**src/rtl/txsig_pkg.sv**
```systemverilog
package txsig_pkg;
  localparam int SIG_BITS   = 4;   // A, B, C, D
  localparam int SIG_PERIOD = 6;   // one signaling frame every sixth frame
  localparam int D4_FRAMES  = 12;
  localparam int ESF_FRAMES = 24;

  typedef struct packed {
    logic       fBit;      // current cycle is the framing bit
    logic       capValid;  // current sigIn bit is one of A..D
    logic [1:0] capIdx;    // which of A..D it is
    logic       lsbSlot;   // current cycle is a channel LSB in a signaling frame
    logic       insert;    // replace this bit with signaling
    logic [1:0] sigSel;    // which of A..D to insert
  } ctrlStb_t;
endpackage

```
**src/rtl/txsig_ctrl.sv**
```systemverilog
module txsig_ctrl
  import txsig_pkg::*;
#(
  parameter int CHANNELS = 24,
  parameter int CH_BITS  = 8
) (
  input  logic     clk,
  input  logic     rst,
  input  logic     esfMode,
  input  logic     sigEnable,
  input  logic     perChanEn,
  input  logic     frameSync,
  input  logic     mfSync,
  input  logic     blockIn,
  output ctrlStb_t stb
);
  localparam int CH_W  = (CHANNELS > 1) ? $clog2(CHANNELS) : 1;
  localparam int BIT_W = $clog2(CH_BITS);
  localparam int FR_W  = $clog2(ESF_FRAMES);
  localparam logic [BIT_W-1:0] BIT_LAST = BIT_W'(CH_BITS - 1);
  localparam logic [CH_W-1:0]  CH_LAST  = CH_W'(CHANNELS - 1);
  localparam logic [FR_W-1:0]  D4_LAST  = FR_W'(D4_FRAMES - 1);
  localparam logic [FR_W-1:0]  ESF_LAST = FR_W'(ESF_FRAMES - 1);
  localparam int MAX_SIG = ESF_FRAMES / SIG_PERIOD;

  logic             prevF, curF;
  logic [BIT_W-1:0] prevBit, curBit;
  logic [CH_W-1:0]  prevChan, curChan;
  logic [FR_W-1:0]  prevFrame, curFrame, lastFrame;
  logic             syncedQ, curSynced;
  logic             sigFrame;
  logic [1:0]       sigSel;

  assign lastFrame = esfMode ? ESF_LAST : D4_LAST;

  // position within the frame: framing bit, then channels of CH_BITS bits
  always_comb begin
    curF    = 1'b0;
    curBit  = prevBit;
    curChan = prevChan;
    if (frameSync) begin
      curF = 1'b1;
    end else if (prevF) begin
      curBit  = '0;
      curChan = '0;
    end else if (prevBit == BIT_LAST) begin
      curBit = '0;
      if (prevChan == CH_LAST) curF = 1'b1;
      else                     curChan = prevChan + 1'b1;
    end else begin
      curBit = prevBit + 1'b1;
    end
  end

  // frame number within the multiframe, advanced on each framing bit
  always_comb begin
    curFrame = prevFrame;
    if (curF) begin
      if (frameSync && mfSync)        curFrame = '0;
      else if (prevFrame >= lastFrame) curFrame = '0;
      else                            curFrame = prevFrame + 1'b1;
    end
  end

  assign curSynced = syncedQ | (frameSync & mfSync);

  // signaling frames: every SIG_PERIOD-th frame, two per D4, four per ESF
  always_comb begin
    sigFrame = 1'b0;
    sigSel   = 2'd0;
    for (int k = 0; k < MAX_SIG; k++) begin
      if (curFrame == FR_W'(k * SIG_PERIOD + SIG_PERIOD - 1) &&
          (esfMode || k < D4_FRAMES / SIG_PERIOD)) begin
        sigFrame = 1'b1;
        sigSel   = 2'(k);
      end
    end
  end

  always_comb begin
    stb          = '0;
    stb.fBit     = curF;
    stb.capValid = !curF && (curBit < BIT_W'(SIG_BITS));
    stb.capIdx   = curBit[1:0];
    stb.lsbSlot  = !curF && (curBit == BIT_LAST) && sigFrame;
    stb.sigSel   = sigSel;
    stb.insert   = stb.lsbSlot && sigEnable && curSynced &&
                   !(perChanEn && blockIn);
  end

  always_ff @(posedge clk) begin
    if (rst) begin
      prevF     <= 1'b0;
      prevBit   <= BIT_LAST;
      prevChan  <= CH_LAST;
      prevFrame <= '0;
      syncedQ   <= 1'b0;
    end else begin
      prevF     <= curF;
      prevBit   <= curBit;
      prevChan  <= curChan;
      prevFrame <= curFrame;
      syncedQ   <= curSynced;
    end
  end


  no_early_insert_chk: assert property (@(posedge clk) disable iff (rst)
    (!syncedQ && !(frameSync && mfSync)) |-> !stb.insert);
endmodule

```
**src/rtl/txsig_datapath.sv**
```systemverilog
module txsig_datapath
  import txsig_pkg::*;
(
  input  logic     clk,
  input  logic     rst,
  input  ctrlStb_t stb,
  input  logic     serIn,
  input  logic     sigIn,
  output logic     serOut
);
  logic [SIG_BITS-1:0] nibble;

  always_ff @(posedge clk) begin
    if (rst) begin
      nibble <= '0;
      serOut <= 1'b0;
    end else begin
      if (stb.capValid) nibble[stb.capIdx] <= sigIn;
      serOut <= stb.insert ? nibble[stb.sigSel] : serIn;
    end
  end


  slot_class_chk: assert property (@(posedge clk) disable iff (rst)
    $onehot0({stb.fBit, stb.capValid, stb.lsbSlot}));


  pass_through_chk: assert property (@(posedge clk) disable iff (rst)
    !stb.insert |=> serOut == $past(serIn));


  fbit_keep_chk: assert property (@(posedge clk) disable iff (rst)
    stb.fBit |=> serOut == $past(serIn));
endmodule

```
**src/rtl/tx_sig_insert.sv**
```systemverilog
module tx_sig_insert
  import txsig_pkg::*;
#(
  parameter int CHANNELS = 24,
  parameter int CH_BITS  = 8
) (
  input  logic clk,
  input  logic rst,
  input  logic esfMode,
  input  logic sigEnable,
  input  logic perChanEn,
  input  logic frameSync,
  input  logic mfSync,
  input  logic blockIn,
  input  logic serIn,
  input  logic sigIn,
  output logic serOut
);
  ctrlStb_t stb;

  txsig_ctrl #(.CHANNELS(CHANNELS), .CH_BITS(CH_BITS)) u_ctrl (
    .clk(clk), .rst(rst), .esfMode(esfMode), .sigEnable(sigEnable),
    .perChanEn(perChanEn), .frameSync(frameSync), .mfSync(mfSync),
    .blockIn(blockIn), .stb(stb)
  );

  txsig_datapath u_dp (
    .clk(clk), .rst(rst), .stb(stb), .serIn(serIn), .sigIn(sigIn),
    .serOut(serOut)
  );


  reset_zero_chk: assert property (@(posedge clk) rst |=> !serOut);


  disabled_pass_chk: assert property (@(posedge clk) disable iff (rst)
    !sigEnable |=> serOut == $past(serIn));


  blocked_keep_chk: assert property (@(posedge clk) disable iff (rst)
    (perChanEn && blockIn) |=> serOut == $past(serIn));


  sync_fbit_chk: assert property (@(posedge clk) disable iff (rst)
    frameSync |=> serOut == $past(serIn));
endmodule

```
**config.mk**
```make
export PLATFORM = sky130hd
export DESIGN_NAME = tx_sig_insert
export DESIGN_NICKNAME = d
export VERILOG_FILES = /design/src/rtl/txsig_pkg.sv /design/src/rtl/txsig_ctrl.sv /design/src/rtl/txsig_datapath.sv /design/src/rtl/tx_sig_insert.sv
export SDC_FILE = /design/constraint.sdc
export NUM_CORES = 1
export LEC_CHECK = 0
export BUFFER_PORTS_ARGS = -buffer_cell sky130_fd_sc_hd__buf_2
export CORE_AREA = 2 2 52 54
export DETAILED_ROUTE_END_ITERATION = 6
export DIE_AREA = 0 0 54 56
export PLACE_DENSITY_LB_ADDON = 0.05
export SKIP_CTS_REPAIR_TIMING = 1
export SLEW_MARGIN = 10
export SYNTH_ARGS = -nofsm -noshare
export SYNTH_HDL_FRONTEND = slang
export SYNTH_SLANG_ARGS = --single-unit
```
**constraint.sdc**
```tcl
create_clock -name clk -period 8.69 [get_ports clk]
set_input_delay 2.607 -clock clk [delete_from_list [all_inputs] [get_ports clk]]
set_output_delay 2.607 -clock clk [all_outputs]
set_load 0.005 [all_outputs]
```
==> results of run 1 <==
-- cells in the mapped netlist (all sizes together) --
master and number:
and2b 1, or3 1, nor4 3, nand2b 7, and4 1, nand2 11
ha 7, nor2 21, dfxtp 20, mux2i 3, nor2b 5, a41oi 1
a21oi 13, nand4b 2, a2111oi 1, o221ai 1, o21ai 11, a31oi 2
or2 2, and2 2, a221oi 1, and3 2, o22ai 1, a21o 2
nand3 7, nand4bb 1, o41ai 2, nor3 1, o21a 1, nor3b 2
o2111ai 2, a211oi 1, and4b 2, inv 4, a211o 3, or4 2
buf 1, nand4 2, mux2 1, clkbuf 6, a2bb2oi 1, o211ai 1
-- per-stage QoR --
step / std cells / hold WS (ps) / instance area, sq um / setup slack [ps] / power [W]
2_1_floorplan: 161 / 437 / 1310 / 4080 / 0.000152
3_3_place_gp: 194 / 466 / 1370 / 3840 / 0.000164
3_5_place_dp: 194 / 465 / 1370 / 3760 / 0.000166
4_1_cts: 198 / 493 / 1400 / 4090 / 0.000221
5_1_grt: 198 / 525 / 1400 / 3960 / 0.000232
6_report: 198 / 488 / 1400 / 4080 / 0.000219
-- cell type report --
| cell class | instances | area share, % |
|---|---|---|
| Sequential cell | 20 | 28.6 |
| Clock buffer | 4 | 2.59 |
| Inverter | 4 | 1.07 |
| Tap cell | 30 | 2.68 |
| Multi-Input combinational cell | 130 | 61.5 |
| Timing Repair Buffer | 10 | 3.57 |
-- state kept, by name (all words and copies together), names as in the netlist --
name and flops:
u_ctrl.prevChan 5, u_ctrl.prevFrame 5, u_dp.nibble 4, u_ctrl.prevBit 3
u_ctrl.prevF 1, u_ctrl.syncedQ 1, u_dp.serOut 1
-- layout by cell type (no fill, tap or decap), types with 3 or more instances in the layout --
| master | instances |
|---|---|
| dfxtp_1 | 20 |
| nand3_1 | 7 |
| buf_2 | 10 |
| clkbuf_4 | 3 |
| mux2i_1 | 3 |
| nor2b_1 | 5 |
| nand2_1 | 11 |
| nor4_1 | 3 |
| ha_1 | 7 |
| a21oi_1 | 12 |
| inv_1 | 4 |
| a211o_1 | 3 |
| nand2b_1 | 7 |
| o21ai_0 | 10 |
| nor2_1 | 21 |
-- layer usage --
metal,GRT usage [%],vias up,part of all wire [%]
met1,28.7,562,48
met5,0,-,0
met4,7.86,0,1.4
met3,4.03,6,3.5
met2,34.7,27,47
li1,-,610,-
-- worst paths after layout --
kind / slack [ps] / end / start
worst max-delay path: 4080 / u_dp.serOut / esfMode
worst min register to register: 490 / u_ctrl.syncedQ / u_ctrl.syncedQ
worst max register to register: 5790 / u_dp.serOut / u_ctrl.prevBit[0]
worst min-delay path: 490 / u_ctrl.syncedQ / u_ctrl.syncedQ
-- cells by family after synthesis --
logic type,Yosys count
adder cells (fa/ha/maj),7
flip-flops,20
AND/OR/NAND/NOR,75
buffers and inverters,11
multiplexers,4
AO/OA/AOI/OAI,44
-- power by group through the flow --
stage                     registers [W]  clock network, W   logic, W
after floorplan                0.000105                 0  0.0000472
after global placement         0.000108                 0  0.0000553
after detailed placement       0.000109                 0  0.0000570
after CTS                      0.000107         0.0000566  0.0000573
after global routing           0.000108         0.0000592  0.0000645
final                          0.000107         0.0000547  0.0000572
-- worst max-delay path: stages --
cell	delay, ps
buf_2	120
inv_1	70
ha_1	320
a21oi_1	130
nand2_1	120
or4_4	550
o22ai_1	180
o21ai_1	130
mux2_2	310
a2bb2oi_1	180
a211oi_2	90
==> qor.csv, run 1 <==
stage,metric,value,unit
pwr,P_leak,0.555,nW
sta,Final setup viols,0,
cts,CTS Buffer Depth,2,
pwr,Max IR drop VDD,0.000122,V
sta,post-route minimum period,4610,ps
route,final routed DRC violation total,0,
pwr,Pint,0.000149,W
sta,Setup TNS Final,0,ps
floorplan,Die Height,56,um
worst_setup_path,Crit Path Class,in -> reg,
sta,Final Hold Vio Count,0,
global_route,initial antenna violation count,0,
yosys,post-synth top area share,30.7,%
yosys,Post-Synth XOR/XNOR Area,0,%
floorplan,full die area,3020,sq um
pwr,P per Cell Area,156,nW/um^2
sta,"Slew Viols, Final",0,
yosys,Syn Nets,178,
final_layout,area delta synth->final,7.38,%
yosys,"Cell Area, Synth",1310,sq um
yosys,ranking of synthesized cells by area,"dfxtp_1, ha_1, nor2_1, a21oi_1, o21ai_0",
global_route,total track usage,21.8,%
worst_setup_path,crit path DAT,4810,ps
final_layout,ant diodes,0,
floorplan,Die Span X,54,um
pwr,Gate power share,26.1,%
route,drt first-iter violations,22,
sta,RSZ-0062 raised after global routing,no,
floorplan,row cnt,18,
final_layout,Final nets,186,
sta,skew final,4.52,ps
yosys,Yosys warnings,0,
yosys,simple-gate share of the synthesized area,32.4,%
yosys,cell taking the most area after synthesis,dfxtp_1,
route,"antenna viol nets, final",0,
cts,TritonCTS clock tree,built,
worst_setup_path,critical path capture point type,register,
route,DRT Wirelength,2880,um
worst_hold_path,hold crit path type,reg -> reg,
yosys,post-synthesis compound-gate area fraction,23.8,%
yosys,mux contribution to synthesized area,3.16,%
cts,CTS root buffer,clkbuf_4,
placement,Final GP Congestion,0.827,
placement,DP Wirelength,2160,um
sta,FMAX,217,MHz
route,detailed-route wire length per cell,14.6,um
final_layout,"Core Util, Final",57.6,%
floorplan,Ports,11,
final_layout,share of cells above drive strength 1,15.5,%
run,Max Cap Viol,0,
global_route,vias in the first global route,1158,
cts,Num CTS Buffers,3,
yosys,register area share after synthesis,30.7,%
run_status,status,"complete, no violations",
cts,Clock transition at path regs,110,ps
floorplan,Starting Density,53.7,%
floorplan,core area,2430,sq um
yosys,Syn Area/Cell,8.11,sq um
worst_setup_path,r2r worst-path depth,10,
cts,Clock Sink Count,20,
global_route,total gr overflow,0,
yosys,"Distinct cells, synth",48,
cts,Clock Latency Late Sink,300,ps
yosys,Synth Instances,161,
final_layout,multi-input logic area,862,sq um
global_route,largest net degree at the start of global routing,22,
pwr,clock share of power,25.0,%
pwr,sw power,0.0000698,W
route,drt first pass iters,4,
yosys,combinational family with the most area after synthesis,simple AND/OR/NAND/NOR gates,
worst_setup_path,crit path max fanout,4,
global_route,first-pass GRT wire length,5040,um
worst_setup_path,CP startpoint kind,primary input,
worst_setup_path,Critical Path RT,8890,ps
yosys,number of synthesized register bits,20,
worst_hold_path,hold path cells,2,
route,Vias,1205,
sta,max_slew headroom,54.1,%
yosys,Synth Area in Adders,6.71,%
sta,fin crit share,53.0,%
final_layout,filler instances,236,
placement,# port buffers,10,
pwr,Sw Ratio,31.8,%
pwr,sequential power share,48.9,%
route,Vias/cell,6.09,
final_layout,Register Area,400,sq um
sta,Least-Margin Pin Slew,671,ps
cts,H-tree depth,1,
No activity file was read; power rests on OpenSTA's default activity.
==> run 2, diff against run 1 <==
--- a/config.mk
+++ b/config.mk
@@ -6,9 +6,9 @@
 export NUM_CORES = 1
 export LEC_CHECK = 0
 export BUFFER_PORTS_ARGS = -buffer_cell sky130_fd_sc_hd__buf_2
-export CORE_AREA = 2 2 52 54
+export CORE_AREA = 2 2 54 56
 export DETAILED_ROUTE_END_ITERATION = 6
-export DIE_AREA = 0 0 54 56
+export DIE_AREA = 0 0 56 58
 export PLACE_DENSITY_LB_ADDON = 0.05
 export SKIP_CTS_REPAIR_TIMING = 1
 export SLEW_MARGIN = 10
==> constraint.sdc (replaced) <==
create_clock -name clk -period 4.2 [get_ports clk]
set_input_delay 1.26 -clock clk [delete_from_list [all_inputs] [get_ports clk]]
set_output_delay 1.26 -clock clk [all_outputs]
set_load 0.005 [all_outputs]
==> run 2 against run 1 <==
Net effect:
- total power rose by 130%
- via count decreased by 1.2%
- critical path depth is the same
- sequential share of layout area shrank 0.35 points
- flip-flop and latch count unchanged
- final cell count increased by 0.51%
==> qor.csv, run 2 (same netlist as run 1, synthesis figures left out) <==
stage,metric,value,unit
sta,max_slew headroom,53.4,%
worst_setup_path,slowest library cell on the worst path,or4_4,
cts,Clock Sink Count,20,
final_layout,ant diodes,0,
sta,post-route minimum period,3270,ps
placement,Final GP Congestion,0.753,
sta,Final setup viols,0,
route,drt first-iter violations,32,
worst_hold_path,hold path cells,2,
worst_setup_path,critical path capture point type,register,
global_route,initial antenna violation count,0,
floorplan,Starting Density,49.0,%
global_route,total gr overflow,0,
sta,FMAX,306,MHz
worst_setup_path,r2r worst-path depth,10,
cts,CTS root buffer,clkbuf_4,
final_layout,multi-input logic area,862,sq um
cts,CTS Buffer Depth,2,
cts,Clock Latency Late Sink,310,ps
worst_setup_path,CP startpoint kind,primary input,
sta,skew final,13.0,ps
pwr,P per Cell Area,351,nW/um^2
pwr,P_leak,0.561,nW
floorplan,core area,2660,sq um
global_route,largest net degree at the start of global routing,22,
placement,DP Wirelength,2120,um
route,Vias,1191,
floorplan,Die Height,58,um
final_layout,Register Area,400,sq um
floorplan,Ports,11,
final_layout,biggest regs,"u_ctrl.prevChan (5), u_ctrl.prevFrame (5), u_dp.nibble (4)",
sta,fin crit share,77.8,%
route,DRT Wirelength,2810,um
worst_setup_path,CP Cell Sequence,"buf_2, inv_1, ha_1, a21oi_1, nand2_1, or4_4, o22ai_1, o21ai_1, mux2_2, a2bb2oi_1, a211oi_2",
pwr,Max IR drop VDD,0.000282,V
route,drt first pass iters,4,
route,final routed DRC violation total,0,
floorplan,Die Span X,56,um
final_layout,"commonest cells after routing, fill and taps aside","nor2_1, dfxtp_1, a21oi_1, nand2_1",
worst_setup_path,FF-to-FF Start,u_ctrl.prevBit[0],
final_layout,area delta synth->final,8.72,%
worst_setup_path,r2r setup slk,1330,ps
sta,"Slew Viols, Final",0,
final_layout,Final nets,186,
sta,Least-Margin Pin Slew,682,ps
sta,Setup TNS Final,0,ps
cts,H-tree depth,1,
run_status,status,"complete, no violations",
worst_setup_path,crit path max fanout,4,
final_layout,filler instances,268,
global_route,first-pass GRT wire length,4730,um
route,detailed-route wire length per cell,14.1,um
worst_setup_path,Worst path max stage delay,550,ps
final_layout,share of cells above drive strength 1,15.5,%
worst_setup_path,Crit Path Class,in -> reg,
cts,Num CTS Buffers,3,
global_route,total track usage,18.6,%
route,Vias/cell,5.98,
worst_setup_path,Critical Path RT,4410,ps
floorplan,row cnt,19,
worst_hold_path,hold_sp,u_ctrl.syncedQ,
worst_setup_path,Worst setup startpoint,esfMode,
cts,Clock transition at path regs,130,ps
cts,TritonCTS clock tree,built,
sta,Final Hold Vio Count,0,
sta,RSZ-0062 raised after global routing,no,
global_route,vias in the first global route,1056,
placement,# port buffers,10,
floorplan,full die area,3250,sq um
sta,smallest hold slack,486,ps
worst_setup_path,Critical R2R Capture,u_dp.serOut,
run,Max Cap Viol,0,
worst_setup_path,crit path DAT,3470,ps
route,"antenna viol nets, final",0,
final_layout,"commonest non-fill, non-tap cell in the layout",nor2_1,
worst_hold_path,hold path endpoint,u_ctrl.syncedQ,
worst_hold_path,hold crit path type,reg -> reg,
==> run 2: changes by cell type in the layout (fill, tap and decap cells not counted), sizes merged <==
cell,previous run,this run
clkbuf,4,3
bufinv,0,1
==> run 2: worst max-delay path, delay by kind of cell <==
| family | cells | cell delay, ps |
|---|---|---|
| adders and majority gates | 1 | 320 |
| buffers and inverters | 2 | 190 |
| AOI/OAI and AO/OA | 5 | 750 |
| muxes | 1 | 300 |
| and+or+nand+nor | 2 | 670 |
==> run 2: routing by layer <==
layer	vias to the layer above	routed length [um]	share of wire (%)	track usage, %
met5	-	0	0	0
met4	0	26	0.93	7.14
met3	4	105	3.7	3.57
met2	19	1310	47	30.8
met1	557	1360	49	24.3
li1	611	-	-	-
==> run 2: how the worst max path moves through the flow <==
| stage | cells after the start | end | slack (ps) |
|---|---|---|---|
| global placement | 11 | u_dp.serOut | 640 |
| detailed placement | 11 | u_dp.serOut | 600 |
| CTS | 11 | u_dp.serOut | 960 |
| global route | 11 | u_dp.serOut | 800 |
| finish | 11 | u_dp.serOut | 930 |
| floorplan | 10 | u_dp.serOut | 940 |
==> run 2: final cells by class <==
cell class / count / share of cell area [%]
multi-input combinational: 130 / 60.8
sequential: 20 / 28.2
timing repair buffer: 10 / 3.53
tap: 31 / 2.73
inverter: 4 / 1.06
clock buffer: 3 / 1.59
clock inverter: 1 / 2.12
==> run 2: metrics by stage <==
stage / area, sq um / utilization (%) / std cells / power [W] / setup WS [ps]
global route: 1420 / 53.3 / 199 / 0.000529 / 801
CTS: 1420 / 53.3 / 199 / 0.000503 / 960
detailed placement: 1370 / 51.3 / 195 / 0.000342 / 601
floorplan: 1310 / - / 161 / 0.000315 / 939
global placement: 1370 / 51.3 / 195 / 0.000339 / 641
finish: 1420 / 53.3 / 199 / 0.000498 / 932
==> run 2: where the power goes <==
part	internal (W)	leakage [nW]	total (W)	switching, W
Combinational	0.0000525	0.369	0.000117	0.0000646
Sequential	0.000204	0.164	0.000221	0.0000170
Clock	0.0000964	0.0279	0.000161	0.0000643
Total	0.000353	0.561	0.000498	0.000146
==> run 3, diff against run 2 <==
==> constraint.sdc (replaced) <==
create_clock -name clk -period 2.9 [get_ports clk]
set_input_delay 0.87 -clock clk [delete_from_list [all_inputs] [get_ports clk]]
set_output_delay 0.87 -clock clk [all_outputs]
set_load 0.005 [all_outputs]
==> run 3 against run 2 <==
Net effect:
- sequential power up 42%
- clock skew is 10 ps lower
- via count rose by 7.0%
- clock-buffer cell count is 1 higher
- final cell count is 7.0% higher
==> qor.csv, run 3 (same netlist as run 1, synthesis figures left out) <==
stage,metric,value,unit
floorplan,row cnt,19,
sta,fin crit share,96.4,%
sta,post-route minimum period,2800,ps
global_route,total gr overflow,0,
route,drt first-iter violations,41,
final_layout,fin cells,213,
worst_hold_path,hold crit path type,reg -> reg,
worst_setup_path,Critical Path RT,3130,ps
final_layout,Final nets,200,
worst_setup_path,crit path DAT,3030,ps
cts,CTS root buffer,clkbuf_4,
global_route,GRT met2 Usage,33.9,%
sta,max_slew headroom,64.5,%
cts,Clock transition at path regs,120,ps
placement,Final GP Congestion,0.833,
global_route,first-pass GRT wire length,5150,um
sta,Final setup viols,0,
route,final routed DRC violation total,0,
route,detailed-route wire length per cell,14.7,um
global_route,largest net degree at the start of global routing,19,
pwr,P per Cell Area,444,nW/um^2
sta,"Slew Viols, Final",0,
pwr,Max IR drop VDD,0.000301,V
placement,pre-CTS setup slack,-261,ps
route,DRT Wirelength,3130,um
global_route,GRT met3 Usage,2.01,%
final_layout,share of cells above drive strength 1,24.2,%
sta,FMAX,358,MHz
placement,# port buffers,10,
floorplan,Die Height,58,um
pwr,P_leak,0.633,nW
floorplan,full die area,3250,sq um
cts,TritonCTS clock tree,built,
cts,CTS Buffer Depth,2,
global_route,met1 Use GR,25.5,%
cts,H-tree depth,1,
final_layout,area delta synth->final,18.0,%
global_route,Most Crowded Layer GR,met2,
floorplan,Ports,11,
final_layout,"commonest cells after routing, fill and taps aside","nor2_1, dfxtp_1, buf_4, a21oi_1, nand2_1",
sta,skew final,2.70,ps
global_route,total track usage,19.7,%
pwr,Overall Power,0.000684,W
route,"antenna viol nets, final",0,
final_layout,ant diodes,0,
cts,Clock Sink Count,20,
global_route,initial antenna violation count,0,
final_layout,"Core Util, Final",57.8,%
worst_setup_path,crit path max fanout,4,
route,Vias/cell,5.98,
worst_setup_path,CP startpoint kind,primary input,
final_layout,"commonest non-fill, non-tap cell in the layout",nor2_1,
floorplan,Die Span X,56,um
sta,Final Hold Vio Count,0,
placement,DP Wirelength,2310,um
cts,Num CTS Buffers,3,
cts,Clock Latency Late Sink,290,ps
global_route,vias in the first global route,1165,
final_layout,biggest regs,"u_ctrl.prevChan (5), u_ctrl.prevFrame (5), u_dp.nibble (4)",
sta,final setup margin,103,ps
floorplan,Starting Density,49.0,%
run_status,status,"complete, no violations",
worst_setup_path,Crit Path Class,in -> reg,
worst_setup_path,critical path capture point type,register,
worst_hold_path,hold path cells,1,
route,Vias,1274,
sta,RSZ-0062 raised after global routing,no,
run,Max Cap Viol,0,
floorplan,core area,2660,sq um
route,drt first pass iters,6,
sta,Least-Margin Pin Slew,520,ps
worst_setup_path,r2r worst-path depth,9,
placement,placed cells,209,
==> run 3: path summary, 6_finish.rpt <==
| check | start | end | slack [ps] |
|---|---|---|---|
| setup / recovery | esfMode | u_dp.serOut | 100 |
| hold / removal | u_ctrl.prevBit[2] | u_ctrl.prevBit[2] | 490 |
| setup reg to reg | u_ctrl.prevChan[0] | u_dp.serOut | 270 |
| hold reg to reg | u_ctrl.prevBit[2] | u_ctrl.prevBit[2] | 490 |
==> run 3: layer usage <==
metal	share of wire, %	up-vias
met5	0	-
met4	0.99	0
met3	3.3	4
met2	49	28
met1	46	599
li1	-	643
==> run 3: cell type report <==
type | instances | area, sq um
fill | 262 | 1120
multi-input combinational | 130 | 895
sequential | 20 | 400
timing repair buffer | 24 | 155
tap | 31 | 38.8
clock buffer | 4 | 36.3
inverter | 4 | 15.0
==> run 3: through the flow <==
| stage | setup TNS [ps] | hold slack, ps | area [sq um] |
|---|---|---|---|
| 2_1_floorplan | 0 | 437 | 1310 |
| 3_3_place_gp | -131 | 463 | 1470 |
| 3_5_place_dp | -261 | 465 | 1470 |
| 4_1_cts | 0 | 492 | 1510 |
| 5_1_grt | 0 | 512 | 1540 |
| 6_report | 0 | 487 | 1540 |
==> run 3: power breakdown <==
group | internal, W | switching [W]
clock | 0.0000765 | 0.0000858
sequential | 0.000295 | 0.0000181
combinational | 0.0000935 | 0.000115
total | 0.000465 | 0.000219
==> run 3: critical path, stage by stage <==
cell,delay (ps)
buf_2,100
inv_1,50
ha_1,320
a21oi_1,150
nand2_1,90
or4_4,560
and3_4,200
o2111ai_2,230
nand3_2,120
and4_4,190
a211oi_2,150
